### config.mk
export PLATFORM = sky130hd
export DESIGN_NAME = dpot_i2c_slave
export DESIGN_NICKNAME = d
export VERILOG_FILES = /design/src/rtl/dpot_i2c_pkg.sv /design/src/rtl/dpot_sync.sv /design/src/rtl/dpot_bus_cond.sv /design/src/rtl/dpot_link.sv /design/src/rtl/dpot_i2c_slave.sv
export SDC_FILE = /design/constraint.sdc
export NUM_CORES = 1
export LEC_CHECK = 0
export BUFFER_PORTS_ARGS = -buffer_cell sky130_fd_sc_hd__buf_4
export CORE_MARGIN = 4
export CORE_UTILIZATION = 45
export CTS_CLUSTER_SIZE = 28
export DETAILED_ROUTE_END_ITERATION = 8
export PLACE_DENSITY = 0.72
export RECOVER_POWER = 100
export SLEW_MARGIN = 20
export SYNTH_ARGS = -nofsm -noshare
export SYNTH_HDL_FRONTEND = slang
export SYNTH_SLANG_ARGS = --single-unit
export TNS_END_PERCENT = 20
### constraint.sdc
create_clock -name clk -period 1.9 [get_ports clk]
set_input_delay 0.475 -clock clk [delete_from_list [all_inputs] [get_ports clk]]
set_output_delay 0.475 -clock clk [all_outputs]
set_load 0.03 [all_outputs]
### src/rtl/dpot_i2c_pkg.sv
`timescale 1ns/1ps
package dpot_i2c_pkg;

    localparam int BYTE_W    = 8;
    localparam int BIT_CNT_W = $clog2(BYTE_W);
    localparam int PIN_W     = 2;
    localparam int DEV_ADR_W = 7;
    localparam int PREFIX_W  = DEV_ADR_W - PIN_W;
    localparam logic [PREFIX_W-1:0] DEV_PREFIX = 5'b01011;

    typedef enum logic [3:0] {
        ST_IDLE,
        ST_ADDR,
        ST_CMD,
        ST_WDATA,
        ST_ACK_PEND,
        ST_ACK_HOLD,
        ST_TX,
        ST_TX_ACK,
        ST_IGNORE
    } link_st_e;

    typedef struct packed {
        logic chan;
        logic mid;
        logic pdown;
        logic out1;
        logic out2;
    } cmd_t;

    function automatic cmd_t cmd_decode(input logic [BYTE_W-1:0] b);
        cmd_t c;
        c.chan  = b[7];
        c.mid   = b[6];
        c.pdown = b[5];
        c.out1  = b[4];
        c.out2  = b[3];
        return c;
    endfunction

    function automatic logic dev_match(input logic [DEV_ADR_W-1:0] adr,
                                       input logic [PIN_W-1:0] pins);
        return adr == {DEV_PREFIX, pins};
    endfunction

endpackage

### src/rtl/dpot_sync.sv
`timescale 1ns/1ps
module dpot_sync #(
    parameter int STAGES = 2,
    parameter int W      = 2
) (
    input  logic         clk,
    input  logic         rst,
    input  logic [W-1:0] d,
    output logic [W-1:0] q
);
    logic [STAGES-1:0][W-1:0] stg;

    always_ff @(posedge clk) begin
        if (rst) stg <= '1;
        else     stg <= {stg[STAGES-2:0], d};
    end

    assign q = stg[STAGES-1];
endmodule

### src/rtl/dpot_bus_cond.sv
`timescale 1ns/1ps
module dpot_bus_cond (
    input  logic clk,
    input  logic rst,
    input  logic scl_s,
    input  logic sda_s,
    output logic scl_rise,
    output logic scl_fall,
    output logic start_det,
    output logic stop_det
);
    logic scl_d, sda_d;

    always_ff @(posedge clk) begin
        if (rst) begin
            scl_d <= 1'b1;
            sda_d <= 1'b1;
        end else begin
            scl_d <= scl_s;
            sda_d <= sda_s;
        end
    end

    assign scl_rise  = scl_s & ~scl_d;
    assign scl_fall  = ~scl_s & scl_d;
    assign start_det = scl_s & scl_d & sda_d & ~sda_s;
    assign stop_det  = scl_s & scl_d & ~sda_d & sda_s;
endmodule

### src/rtl/dpot_link.sv
`timescale 1ns/1ps
module dpot_link import dpot_i2c_pkg::*; (
    input  logic              clk,
    input  logic              rst,
    input  logic              scl_rise,
    input  logic              scl_fall,
    input  logic              start_det,
    input  logic              stop_det,
    input  logic              sda_bit,
    input  logic [PIN_W-1:0]  addr_pins,
    input  logic [BYTE_W-1:0] rd_data,
    output logic              sda_oe,
    output logic              cmd_valid,
    output cmd_t              cmd_q,
    output logic              data_valid,
    output logic [BYTE_W-1:0] data_q
);
    link_st_e             state, after_ack;
    logic [BIT_CNT_W-1:0] cnt;
    logic [BYTE_W-1:0]    rx_sh, tx_sh, rx_byte;
    logic                 master_ack;

    assign rx_byte = {rx_sh[BYTE_W-2:0], sda_bit};

    always_ff @(posedge clk) begin
        if (rst) begin
            state      <= ST_IDLE;
            after_ack  <= ST_IDLE;
            cnt        <= '0;
            rx_sh      <= '0;
            tx_sh      <= '0;
            master_ack <= 1'b0;
            sda_oe     <= 1'b0;
            cmd_valid  <= 1'b0;
            cmd_q      <= '0;
            data_valid <= 1'b0;
            data_q     <= '0;
        end else begin
            cmd_valid  <= 1'b0;
            data_valid <= 1'b0;
            if (start_det) begin
                state  <= ST_ADDR;
                cnt    <= '0;
                sda_oe <= 1'b0;
            end else if (stop_det) begin
                state  <= ST_IDLE;
                sda_oe <= 1'b0;
            end else begin
                case (state)
                    ST_ADDR, ST_CMD, ST_WDATA: begin
                        if (scl_rise) begin
                            rx_sh <= rx_byte;
                            cnt   <= cnt + 1'b1;
                            if (cnt == BIT_CNT_W'(BYTE_W - 1)) begin
                                if (state == ST_ADDR) begin
                                    if (dev_match(rx_byte[BYTE_W-1:1], addr_pins)) begin
                                        state     <= ST_ACK_PEND;
                                        after_ack <= rx_byte[0] ? ST_TX : ST_CMD;
                                    end else begin
                                        state <= ST_IGNORE;
                                    end
                                end else if (state == ST_CMD) begin
                                    cmd_q     <= cmd_decode(rx_byte);
                                    cmd_valid <= 1'b1;
                                    state     <= ST_ACK_PEND;
                                    after_ack <= ST_WDATA;
                                end else begin
                                    data_q     <= rx_byte;
                                    data_valid <= 1'b1;
                                    state      <= ST_ACK_PEND;
                                    after_ack  <= ST_WDATA;
                                end
                            end
                        end
                    end
                    ST_ACK_PEND: begin
                        if (scl_fall) begin
                            sda_oe <= 1'b1;
                            state  <= ST_ACK_HOLD;
                        end
                    end
                    ST_ACK_HOLD: begin
                        if (scl_fall) begin
                            cnt <= '0;
                            if (after_ack == ST_TX) begin
                                tx_sh  <= rd_data;
                                sda_oe <= ~rd_data[BYTE_W-1];
                            end else begin
                                sda_oe <= 1'b0;
                            end
                            state <= after_ack;
                        end
                    end
                    ST_TX: begin
                        if (scl_fall) begin
                            if (cnt == BIT_CNT_W'(BYTE_W - 1)) begin
                                sda_oe <= 1'b0;
                                state  <= ST_TX_ACK;
                            end else begin
                                cnt    <= cnt + 1'b1;
                                sda_oe <= ~tx_sh[BYTE_W-2];
                                tx_sh  <= {tx_sh[BYTE_W-2:0], 1'b0};
                            end
                        end
                    end
                    ST_TX_ACK: begin
                        if (scl_rise) begin
                            master_ack <= ~sda_bit;
                        end else if (scl_fall) begin
                            if (master_ack) begin
                                tx_sh  <= rd_data;
                                sda_oe <= ~rd_data[BYTE_W-1];
                                cnt    <= '0;
                                state  <= ST_TX;
                            end else begin
                                state <= ST_IGNORE;
                            end
                        end
                    end
                    default: ;
                endcase
            end
        end
    end

    // a stop leaves the slave idle with the line released
    a_r10_stop_idle: assert property (@(posedge clk) disable iff (rst)
        stop_det && !start_det |=> (state == ST_IDLE) && !sda_oe);

    // a start resynchronises to the first address bit
    a_r9_start_resync: assert property (@(posedge clk) disable iff (rst)
        start_det |=> (state == ST_ADDR) && (cnt == '0) && !sda_oe);

    // an unaddressed slave stays silent
    a_r3_ignore_quiet: assert property (@(posedge clk) disable iff (rst)
        (state == ST_IGNORE) |-> !sda_oe && !cmd_valid && !data_valid);

    // data bytes never disturb the held command
    a_r6_cmd_held: assert property (@(posedge clk) disable iff (rst)
        data_valid |-> $stable(cmd_q));

    // the line is free while the master answers a read byte
    a_r8_master_ack_free: assert property (@(posedge clk) disable iff (rst)
        (state == ST_TX_ACK) |-> !sda_oe);
endmodule

### src/rtl/dpot_i2c_slave.sv
`timescale 1ns/1ps
module dpot_i2c_slave import dpot_i2c_pkg::*; #(
    parameter int SYNC_STAGES = 2
) (
    input  logic              clk,
    input  logic              rst,
    input  logic              scl_i,
    input  logic              sda_i,
    input  logic [PIN_W-1:0]  addr_pins,
    input  logic [BYTE_W-1:0] rd_data,
    output logic              sda_oe,
    output logic              cmd_valid,
    output logic              cmd_chan,
    output logic              cmd_mid,
    output logic              cmd_pdown,
    output logic              cmd_out1,
    output logic              cmd_out2,
    output logic              data_valid,
    output logic [BYTE_W-1:0] data_byte
);
    logic [1:0] lines_s;
    logic       scl_rise, scl_fall, start_det, stop_det;
    cmd_t       cmd_q;

    dpot_sync #(.STAGES(SYNC_STAGES), .W(2)) u_sync (
        .clk (clk),
        .rst (rst),
        .d   ({scl_i, sda_i}),
        .q   (lines_s)
    );

    dpot_bus_cond u_cond (
        .clk       (clk),
        .rst       (rst),
        .scl_s     (lines_s[1]),
        .sda_s     (lines_s[0]),
        .scl_rise  (scl_rise),
        .scl_fall  (scl_fall),
        .start_det (start_det),
        .stop_det  (stop_det)
    );

    dpot_link u_link (
        .clk        (clk),
        .rst        (rst),
        .scl_rise   (scl_rise),
        .scl_fall   (scl_fall),
        .start_det  (start_det),
        .stop_det   (stop_det),
        .sda_bit    (lines_s[0]),
        .addr_pins  (addr_pins),
        .rd_data    (rd_data),
        .sda_oe     (sda_oe),
        .cmd_valid  (cmd_valid),
        .cmd_q      (cmd_q),
        .data_valid (data_valid),
        .data_q     (data_byte)
    );

    assign cmd_chan  = cmd_q.chan;
    assign cmd_mid   = cmd_q.mid;
    assign cmd_pdown = cmd_q.pdown;
    assign cmd_out1  = cmd_q.out1;
    assign cmd_out2  = cmd_q.out2;
endmodule

==> impl_metrics.ini, run 1 <==
[synth]
syn_inst = 240
synth_compound_area_share_pct = 15.30
synth.ff_latch_count = 47
yosysWarnings = 0
synth_simple_gate_area_share_pct = 24.19
synth_top_family_by_area = simple AND/OR/NAND/NOR gates
yosys.area_share.adder_pct = 1.133
synth_mux_area_share_pct = 11.10
mappedNetlistNets = 256
synth_seq_area_share_pct = 42.61
async_reset_ff_share_pct = 0
edff_count_synth = 0
synthesis.area_per_instance_um2 = 9.202
dominant_register_cell_in_the_synthesized_netlist = dfxtp_1
synthXorXnorAreaFrac_pct = 1.190
synthesis.area_um2 = 2208
synth.distinct_cells = 50

[sta]
grt_setup_unrepaired = yes
slew_headroom_pct = 70.44
pin_slew_with_the_least_headroom_to_its_limit_ns = 0.4420
final-setup-viol-count = 0
fmax_mhz = 553.5
timing_hold_violations_final = 0
final_max_slew_viol_count = 0
final_skew_ns = 0.004433
finalWorstPathRequiredPeriod_ns = 1.807
post-route-period-util_pct = 95.09

[final_layout]
antenna_cells_inserted = 0
syn2layout_area_growth_pct = 21.81
drive_above_1_share_pct = 24.82
final_cell_mix = 46 x dfxtp_1, 43 x buf_4, 34 x nand2_1, 23 x mux2i_1, 14 x nor2_1
layout.nets = 293
final_common_cell = dfxtp_1
finalInstanceArea_um2 = 2690

[global_route]
initial_antenna_violation_count = 0
grt_first_pass_wirelength_um = 8286
number_of_global_route_vias_before_repair = 1736
pin_count_of_the_biggest_net_entering_global_routing = 35
global_route.usage.met1_pct = 23.38
grt_util_all_layers_pct = 16.78
met3_demand_to_capacity_share_in_global_routing_pct = 4.243
met2_usage_pct = 25.34
gr-total-overflow = 0
grt_most_used_layer = met2

[clocking]
cts_max_level = 2
number_of_sinks_driven_by_the_clock_tree = 47
cts_inserted_buffers = 5
cts_tree = yes
clk-insertion-delay-late_ns = 0.30
clk_path_buf_depth = 2
clkSlewWorstSetupHoldPaths_ns = 0.09
clock-root-buffer = clkbuf_8

[placed_design]
dpl.hpwl_um = 3446
numPortBuffers = 29
post_dp_cell_area_um2 = 2546
finalWeightedCongestion = 0.8901

[pwr]
power_density_nw_per_um2 = 688.2
power.share.switching_pct = 21.46
total_leakage_power_nw = 1.085
pwr-share-comb_pct = 4.6
power_frac_seq_pct = 53.6
clock_power_share_pct = 41.8
power.net_switching_w = 0.0003973
power_w = 0.001851
vdd_ir_drop_max_mv = 0.5124
internal_power_w = 0.001454

[detailed_routing]
wl_um = 4864
drtPass1Iterations = 4
drt.antenna.violating_nets = 0
remaining_drc_errors = 0
initialDrtViolationCount = 161
detailroute.via_count = 1900
wl_per_cell_um = 14.10
avgViaCountPerCell = 5.507

[floorplan]
rows = 25
floorplan.initialDensity_pct = 46.75
dieHeight_um = 78.06
design.portCount = 30
die_area_um2 = 6093
die_width_um = 78.06
core_area_um2 = 4723

[setup_path]
setup.worst_path.start_class = flip-flop
timing.rr.end = u_link.state[3]
reg2reg_from = u_link.state[3]
critical_path_class = reg2reg
crit_path_max_fanout = 11
worst-endpoint-required_ns = 2.15
r2r_cells = 4
setup.reg_to_reg.worst_slack_ns = 0.09
worst_setup_path_end_kind = flip-flop
data_arrival_time_of_the_critical_path_ns = 2.05

[run_status]
result_of_the_run = complete, no violations

[worst_hold_path]
whs_path_depth = 2
hold_start = sda_i
worstHoldPathType = in2reg
min_to = u_sync.stg[0]

[flow_run]
max_cap_violations = 0
power groups by stage:
stage          combinational (W)  sequential [W]  clock, W
3_3_place_gp           0.0000830         0.00102         0
2_1_floorplan          0.0000445         0.00102         0
5_1_grt                0.0000928        0.000994  0.000827
6_report               0.0000842        0.000993  0.000774
4_1_cts                0.0000837        0.000993  0.000785
3_5_place_dp           0.0000831         0.00102         0
routing by layer:
layer  share of wire [%]  up-vias
met2                  46       60
met5                   0        -
met4                 1.3        0
met3                 5.9        6
li1                    -      943
met1                  47      891
area by class of cell:
class | instances | area (um^2)
fill | 433 | 2033
multi-input combinational | 172 | 1194
sequential | 47 | 942.2
timing repair buffer | 43 | 322.8
tap | 67 | 83.83
clock buffer | 6 | 82.58
clock inverter | 2 | 35.03
inverter | 8 | 30.03
flip-flops by register name, summed over array words and instances (netlist names):
signal	count
u_cond.scl_d	1
u_cond.sda_d	1
u_link.after_ack	3
u_link.cmd_q	5
u_link.cmd_valid	1
u_link.cnt	3
u_link.data_q	8
u_link.data_valid	1
u_link.master_ack	1
u_link.rx_sh	7
u_link.sda_oe	1
u_link.state	4
u_link.tx_sh	7
u_sync.q	2
u_sync.stg	2
critical path, cell delays in order (launching register included):
cell and delay [ns]:
dfxtp_1 0.40, or4b_4 0.62, a221oi_4 0.42, a21boi_1 0.20, o21a_1 0.11
stage by stage:
stage | TNS, ns | cells | setup slack [ns] | hold slack (ns) | utilization (%)
floorplan | 0 | 240 | 0.1590 | 0.3895 | -
global placement | 0 | 337 | 0.08737 | 0.3907 | 53.91
detailed placement | 0 | 337 | 0.04556 | 0.3941 | 53.91
CTS | 0 | 345 | 0.02116 | 0.3446 | 56.40
global route | -0.005364 | 345 | -0.005364 | 0.3462 | 56.95
finish | 0 | 345 | 0.09328 | 0.3519 | 56.95
Yosys cell counts, drive strengths merged (2+ instances only):
library cell,instances,area (um^2)
nor2b,5,31.28
and3b,3,26.28
buf,6,42.54
a211oi,3,22.52
o21a,2,15.01
o21ai,11,55.05
nor4b,3,32.53
o31ai,2,15.01
a311oi,6,52.55
nand4,5,31.28
nand3b,3,22.52
nand2b,3,18.77
nand3,4,25.02
o311ai,3,26.28
mux2i,23,230.2
inv,8,30.03
nor3,2,21.27
xnor2,2,17.52
clkbuf,7,26.28
or2,5,31.28
ha,2,25.02
dfxtp,47,940.9
a21oi,9,45.04
nand2,34,127.6
a31oi,9,56.30
nor2,16,78.83
and2,2,12.51
or4b,2,23.77
repair_timing:
| item | in CTS | in global routing |
|---|---|---|
| buffers inserted | 0 | 0 |
| resized for setup | 0 | 5 |
| hold buffers | 0 | 0 |
| hold endpoints to repair | 0 | 0 |
| setup endpoints to repair | 0 | 10 |
cells by family (layout without fill, tap and decap cells):
family | count (synthesis) | after routing
compound gates | 50 | 50
xor+xnor | 3 | 3
fa+ha+maj | 2 | 2
buf+inv | 21 | 59
flops | 47 | 47
mux | 24 | 24
simple gates | 93 | 93
worst max path at each step:
stage / startpoint / endpoint / slack [ns] / cells after the start
after global routing: u_link.state[3] / u_link.state[3] / -0.005 / 4
final: u_link.state[3] / u_link.state[3] / 0.09 / 4
after floorplan: u_link.state[2] / u_link.after_ack[2] / 0.16 / 6
after CTS: u_link.state[3] / u_link.state[3] / 0.02 / 4
after global placement: u_link.state[3] / u_link.state[3] / 0.09 / 4
after detailed placement: u_link.state[3] / u_link.state[3] / 0.05 / 4
(Power assumes the default switching activity.)
==> run 2, diff against run 1 <==
--- a/config.mk
+++ b/config.mk
@@ -5,9 +5,12 @@
 export SDC_FILE = /design/constraint.sdc
 export NUM_CORES = 1
 export LEC_CHECK = 0
+export ABC_AREA = 1
 export BUFFER_PORTS_ARGS = -buffer_cell sky130_fd_sc_hd__buf_4
+export CAP_MARGIN = 15
 export CORE_MARGIN = 4
 export CORE_UTILIZATION = 45
+export CTS_CLUSTER_DIAMETER = 30
 export CTS_CLUSTER_SIZE = 28
 export DETAILED_ROUTE_END_ITERATION = 8
 export PLACE_DENSITY = 0.72
==> run 2 against run 1 <==
  * Register-to-register slack better by 0.16 ns
  * Core utilization decreased by 3.0 points
  * Sequential share of layout area up 4.0 points
  * Via count increased by 3.9%
  * Global-route usage increased by 0.23 points
  * Synthesized cell count increased by 29%
  * Maximum frequency grew 9.7%
  * Clock power fell by 25%
  * Worst hold slack better by 0.0081 ns
  * Setup slack better by 0.16 ns
  * Critical endpoint is now u_link.data_q[4]
  * Final area is 10% lower
  * Flip-flop and latch count unchanged
==> impl_metrics.ini, run 2 <==
[run_status]
result_of_the_run = complete, no violations

[flow_run]
max_cap_violations = 0

[global_route]
grt_first_pass_wirelength_um = 8224
pin_count_of_the_biggest_net_entering_global_routing = 18
gr-total-overflow = 0
initial_antenna_violation_count = 0
number_of_global_route_vias_before_repair = 1818
grt_util_all_layers_pct = 17.01

[placed_design]
numPortBuffers = 29
place.detailed.instances = 386
finalWeightedCongestion = 0.9509
post_dp_cell_area_um2 = 2395
dpl.hpwl_um = 3505

[synth]
yosys-top-cells-area = dfxtp_1 44%, nand2_1 14%, nand3_1 9.6%, nor2_1 6.7%, a21oi_1 6.1%
mappedNetlistNets = 325
synth_largest_area_cell = dfxtp_1
netlist_top_cells_count = 77 x nand2_1, 47 x dfxtp_1, 41 x nand3_1, 38 x nor2_1, 33 x inv_1
synth_simple_gate_area_share_pct = 35.03
dominant_register_cell_in_the_synthesized_netlist = dfxtp_1
yosys.area_share.adder_pct = 1.172
synthDominantCellAreaShare_pct = 44.05
synth.ff_latch_count = 47
synth_compound_area_share_pct = 11.07
synthXorXnorAreaFrac_pct = 0
edff_count_synth = 0
yosysWarnings = 0
syn_inst = 309
synth_mux_area_share_pct = 0
async_reset_ff_share_pct = 0
synth.distinct_cells = 25
synth_seq_area_share_pct = 44.05
synthesis.area_um2 = 2136
synthesis.area_per_instance_um2 = 6.912
synth_top_family_by_area = simple AND/OR/NAND/NOR gates
post-synth-top-count-cell = nand2_1

[final_layout]
layout.filler_cells = 474
largest_register_ffs = 8
drive_above_1_share_pct = 9.942
area_of_the_multi_input_gates_um2 = 1010
final_common_cell = nand2_1
antenna_cells_inserted = 0
stdcell_count = 394
utilization_pct = 53.92
max_flop_register = u_link.data_q
syn2layout_area_growth_pct = 12.95
layout.nets = 357
reg.largest.list = u_link.data_q: 8 flops, u_link.rx_sh: 7 flops, u_link.tx_sh: 7 flops
final_cell_mix = 77 x nand2_1, 47 x dfxtp_1, 41 x nand3_1, 38 x nor2_1, 35 x inv_1
area.sequential_um2 = 940.9
finalInstanceArea_um2 = 2412

[sta]
fmax_mhz = 607.2
final_max_slew_viol_count = 0
grt_setup_unrepaired = no
finalWorstPathRequiredPeriod_ns = 1.647
fin_hold_ws_ns = 0.3600
post-route-period-util_pct = 86.67
final_skew_ns = 0.005332
totalNegativeSetupSlack_ns = 0
timing_hold_violations_final = 0
pin_slew_with_the_least_headroom_to_its_limit_ns = 0.5752
final-setup-viol-count = 0
slew_headroom_pct = 61.66

[clocking]
cts_tree = yes
cts-resized-gates = 0
cts.hold.buffers_added = 0
clk_path_buf_depth = 2
cts.repair_timing.setup_buffer_count = 0
clk-insertion-delay-late_ns = 0.29
clock-root-buffer = clkbuf_8
cts_max_level = 2
cts_inserted_buffers = 5
number_of_sinks_driven_by_the_clock_tree = 47
clkSlewWorstSetupHoldPaths_ns = 0.08

[setup_path]
worst_setup_path_end_kind = flip-flop
worstPathBufferInverterCount = 1
path_cells = inv_1 -> nand2_2 -> nand2_2 -> nor3_4 -> nand2_4 -> nand2_1 -> a21oi_1
critical_path.most_common_cell = nand2_2
crit_path_max_fanout = 10
setup.worst_path.start_class = flip-flop
worst_path_largest_cell_delay_ns = 0.45
crit_family = simple AND/OR/NAND/NOR gates
crit_slowest_cell = dfxtp_1
worst-endpoint-required_ns = 2.08
data_arrival_time_of_the_critical_path_ns = 1.83
critical_path_class = reg2reg

[detailed_routing]
detailroute.via_count = 1975
wl_um = 4577
drt.antenna.violating_nets = 0
drtPass1Iterations = 4
initialDrtViolationCount = 201
avgViaCountPerCell = 5.013
wl_per_cell_um = 11.62
remaining_drc_errors = 0

[pwr]
power_density_nw_per_um2 = 879.7
total_leakage_power_nw = 1.040
vdd_ir_drop_max_mv = 0.4891

[floorplan]
floorplan.initialDensity_pct = 47.73
design.portCount = 30
die_width_um = 76.89
die_area_um2 = 5912
core_area_um2 = 4474
rows = 24
dieHeight_um = 76.89

[worst_hold_path]
worstHoldPathType = in2reg
==> run 2: cells by family after synthesis <==
logic type / after synthesis
buffers and inverters: 43
DFF: 47
adders and majority gates: 2
AOI/OAI and AO/OA: 46
and+or+nand+nor: 171
==> run 2: worst paths after layout <==
| kind | startpoint | end | slack (ns) | cells past startpoint |
|---|---|---|---|---|
| hold / removal | scl_i | u_sync.stg[1] | 0.36 | 2 |
| setup / recovery | u_link.state[1] | u_link.data_q[4] | 0.25 | 7 |
| hold reg to reg | u_sync.stg[1] | u_sync.q[1] | 0.42 | 1 |
| setup reg to reg | u_link.state[1] | u_link.data_q[4] | 0.25 | 7 |
==> run 2: through the flow <==
stage,worst slack [ns],total power (W)
6_report,0.2532,0.002122
4_1_cts,0.2674,0.002145
3_3_place_gp,0.2745,0.001564
3_5_place_dp,0.2748,0.001566
5_1_grt,0.03248,0.002273
2_1_floorplan,0.4534,0.001452
==> run 2: layer usage <==
| layer | routed length [um] | vias to the layer above | global-route usage [%] | part of all wire (%) |
|---|---|---|---|---|
| met4 | 65 | 0 | 7.246 | 1.4 |
| met5 | 0 | - | 0 | 0 |
| met3 | 210 | 4 | 4.450 | 4.6 |
| met1 | 2283 | 877 | 23.05 | 50 |
| li1 | - | 1052 | - | - |
| met2 | 2017 | 42 | 25.44 | 44 |
==> run 2: layout make-up <==
| cell class | count | share of cell area (%) |
|---|---|---|
| clock inverter | 2 | 0.5187 |
| multi-input combinational | 219 | 41.86 |
| tap | 52 | 2.697 |
| sequential | 47 | 39.00 |
| inverter | 35 | 5.446 |
| clock buffer | 6 | 3.008 |
| timing repair buffer | 33 | 7.469 |
==> run 2: where the power goes <==
| group | switching, W | internal (W) |
|---|---|---|
| clock network | 0.000321 | 0.000257 |
| registers | 0.0000325 | 0.00103 |
| logic | 0.000326 | 0.000158 |
==> run 3, diff against run 2 <==
--- a/config.mk
+++ b/config.mk
@@ -8,8 +8,9 @@
 export ABC_AREA = 1
 export BUFFER_PORTS_ARGS = -buffer_cell sky130_fd_sc_hd__buf_4
 export CAP_MARGIN = 15
-export CORE_MARGIN = 4
+export CORE_MARGIN = 2
 export CORE_UTILIZATION = 45
+export CTS_BUF_LIST = sky130_fd_sc_hd__clkbuf_4 sky130_fd_sc_hd__clkbuf_8
 export CTS_CLUSTER_DIAMETER = 30
 export CTS_CLUSTER_SIZE = 28
 export DETAILED_ROUTE_END_ITERATION = 8
==> run 3 against run 2 <==
  * Cell count increased by 0.51%
  * Maximum frequency decreased by 2.6%
  * Global-route usage increased by 2.5 points
  * Critical path type unchanged
  * Largest power group unchanged
==> impl_metrics.ini, run 3 (synthesized netlist as in run 2, its figures left out) <==
[setup_path]
critical_path_class = reg2reg
data_arrival_time_of_the_critical_path_ns = 1.84
crit_slowest_cell = nor3_4
setup.worst_path.start_class = flip-flop
worst-endpoint-required_ns = 2.05
crit_path_max_fanout = 10
worst_setup_path_end_kind = flip-flop
worst_path_largest_cell_delay_ns = 0.42
path_cells = ha_1 -> ha_1 -> nand2_1 -> nor3_4 -> nand2_4 -> nand2_1 -> a21oi_1

[run_status]
result_of_the_run = complete, no violations

[clocking]
clkSlewWorstSetupHoldPaths_ns = 0.09
cts_tree = yes
cts_max_level = 2
cts.repair_timing.setup_buffer_count = 0
clock-root-buffer = clkbuf_8
cts_inserted_buffers = 5
cts-resized-gates = 0
cts.hold.buffers_added = 0
clk-insertion-delay-late_ns = 0.30
number_of_sinks_driven_by_the_clock_tree = 47
clk_path_buf_depth = 2

[pwr]
power_density_nw_per_um2 = 897.2
vdd_ir_drop_max_mv = 0.4544
total_leakage_power_nw = 1.047
power_w = 0.002174

[sta]
slew_headroom_pct = 48.61
totalNegativeSetupSlack_ns = 0
pin_slew_with_the_least_headroom_to_its_limit_ns = 0.7709
final_skew_ns = 0.008352
finalWorstPathRequiredPeriod_ns = 1.690
timing_hold_violations_final = 0
post-route-period-util_pct = 88.97
grt_setup_unrepaired = no
final-setup-viol-count = 0
final_max_slew_viol_count = 0
fmax_mhz = 591.5

[detailed_routing]
drtPass1Iterations = 4
drt.antenna.violating_nets = 0
remaining_drc_errors = 0
detailroute.via_count = 1995
wl_per_cell_um = 11.72
avgViaCountPerCell = 5.038
initialDrtViolationCount = 163
wl_um = 4643

[final_layout]
area.sequential_um2 = 940.9
antenna_cells_inserted = 0
area_of_the_multi_input_gates_um2 = 1010
reg.largest.list = u_link.data_q: 8 flops, u_link.rx_sh: 7 flops, u_link.tx_sh: 7 flops
drive_above_1_share_pct = 10.53
layout.filler_cells = 486
max_flop_register = u_link.data_q
finalInstanceArea_um2 = 2424
syn2layout_area_growth_pct = 13.47
final_cell_mix = 77 x nand2_1, 47 x dfxtp_1, 41 x nand3_1, 38 x nor2_1, 35 x inv_1
utilization_pct = 52.00
layout.nets = 357
largest_register_ffs = 8
final_common_cell = nand2_1

[worst_hold_path]
worstHoldPathType = in2reg

[global_route]
number_of_global_route_vias_before_repair = 1868
pin_count_of_the_biggest_net_entering_global_routing = 19
gr-total-overflow = 0
initial_antenna_violation_count = 0
grt_first_pass_wirelength_um = 8169
grt_util_all_layers_pct = 19.51

[placed_design]
numPortBuffers = 29
finalWeightedCongestion = 0.9307
dpl.hpwl_um = 3477
post_dp_cell_area_um2 = 2397

[floorplan]
core_area_um2 = 4661
die_area_um2 = 5313
design.portCount = 30
floorplan.initialDensity_pct = 45.83
rows = 25
die_width_um = 72.89
dieHeight_um = 72.89

[flow_run]
max_cap_violations = 0
==> run 3: cell types whose count changed in the layout (fill, tap and decap cells not counted) <==
cell,change
clkbuf_2,+1
clkbuf_1,-2
clkinv_2,-1
clkbuf_4,+1
inv_6,+1
==> run 3: worst paths after layout <==
| check | startpoint | to | slack (ns) | depth (start not counted) |
|---|---|---|---|---|
| min | sda_i | u_sync.stg[0] | 0.35 | 2 |
| max reg2reg | u_link.cnt[1] | u_link.data_q[0] | 0.21 | 7 |
| min reg2reg | u_sync.stg[1] | u_sync.q[1] | 0.41 | 1 |
| max | u_link.cnt[1] | u_link.data_q[0] | 0.21 | 7 |
==> run 3: layout make-up <==
cell class / count / share of cell area [%]
Clock inverter: 2 / 0.6711
Inverter: 35 / 5.421
Sequential cell: 47 / 38.82
Clock buffer: 6 / 3.149
Multi-Input combinational cell: 219 / 41.66
Tap cell: 54 / 2.788
Timing Repair Buffer: 33 / 7.486
==> run 3: critical path, delay by kind of cell (launching register included) <==
| family | cells | cell delay [ns] |
|---|---|---|
| AND/OR/NAND/NOR | 4 | 0.79 |
| adder cells (fa/ha/maj) | 2 | 0.35 |
| flip-flops | 1 | 0.34 |
| AO/OA/AOI/OAI | 1 | 0.06 |
==> run 3: metrics by stage <==
stage               hold WS [ns]  instances  worst slack, ns
finish                    0.3548        396           0.2095
global route              0.3385        396          0.05060
CTS                       0.3487        396           0.2347
detailed placement        0.3928        388           0.2494
global placement          0.3932        388           0.2479
floorplan                 0.3895        309           0.4534
==> run 3: metal layers <==
layer  wire (um)  vias to the layer above  GRT usage, %
met2        2027                       52         30.00
met4          62                        0         6.584
met1        2349                      885         27.13
met5           0                        -             0
met3         203                        6         4.282
li1            -                     1052             -
==> run 3: where the power goes <==
part           switching [W]  internal [W]  leakage, nW  total [W]
sequential         0.0000346       0.00103        0.380    0.00106
combinational       0.000331      0.000158        0.622   0.000489
clock               0.000344      0.000279       0.0452   0.000623
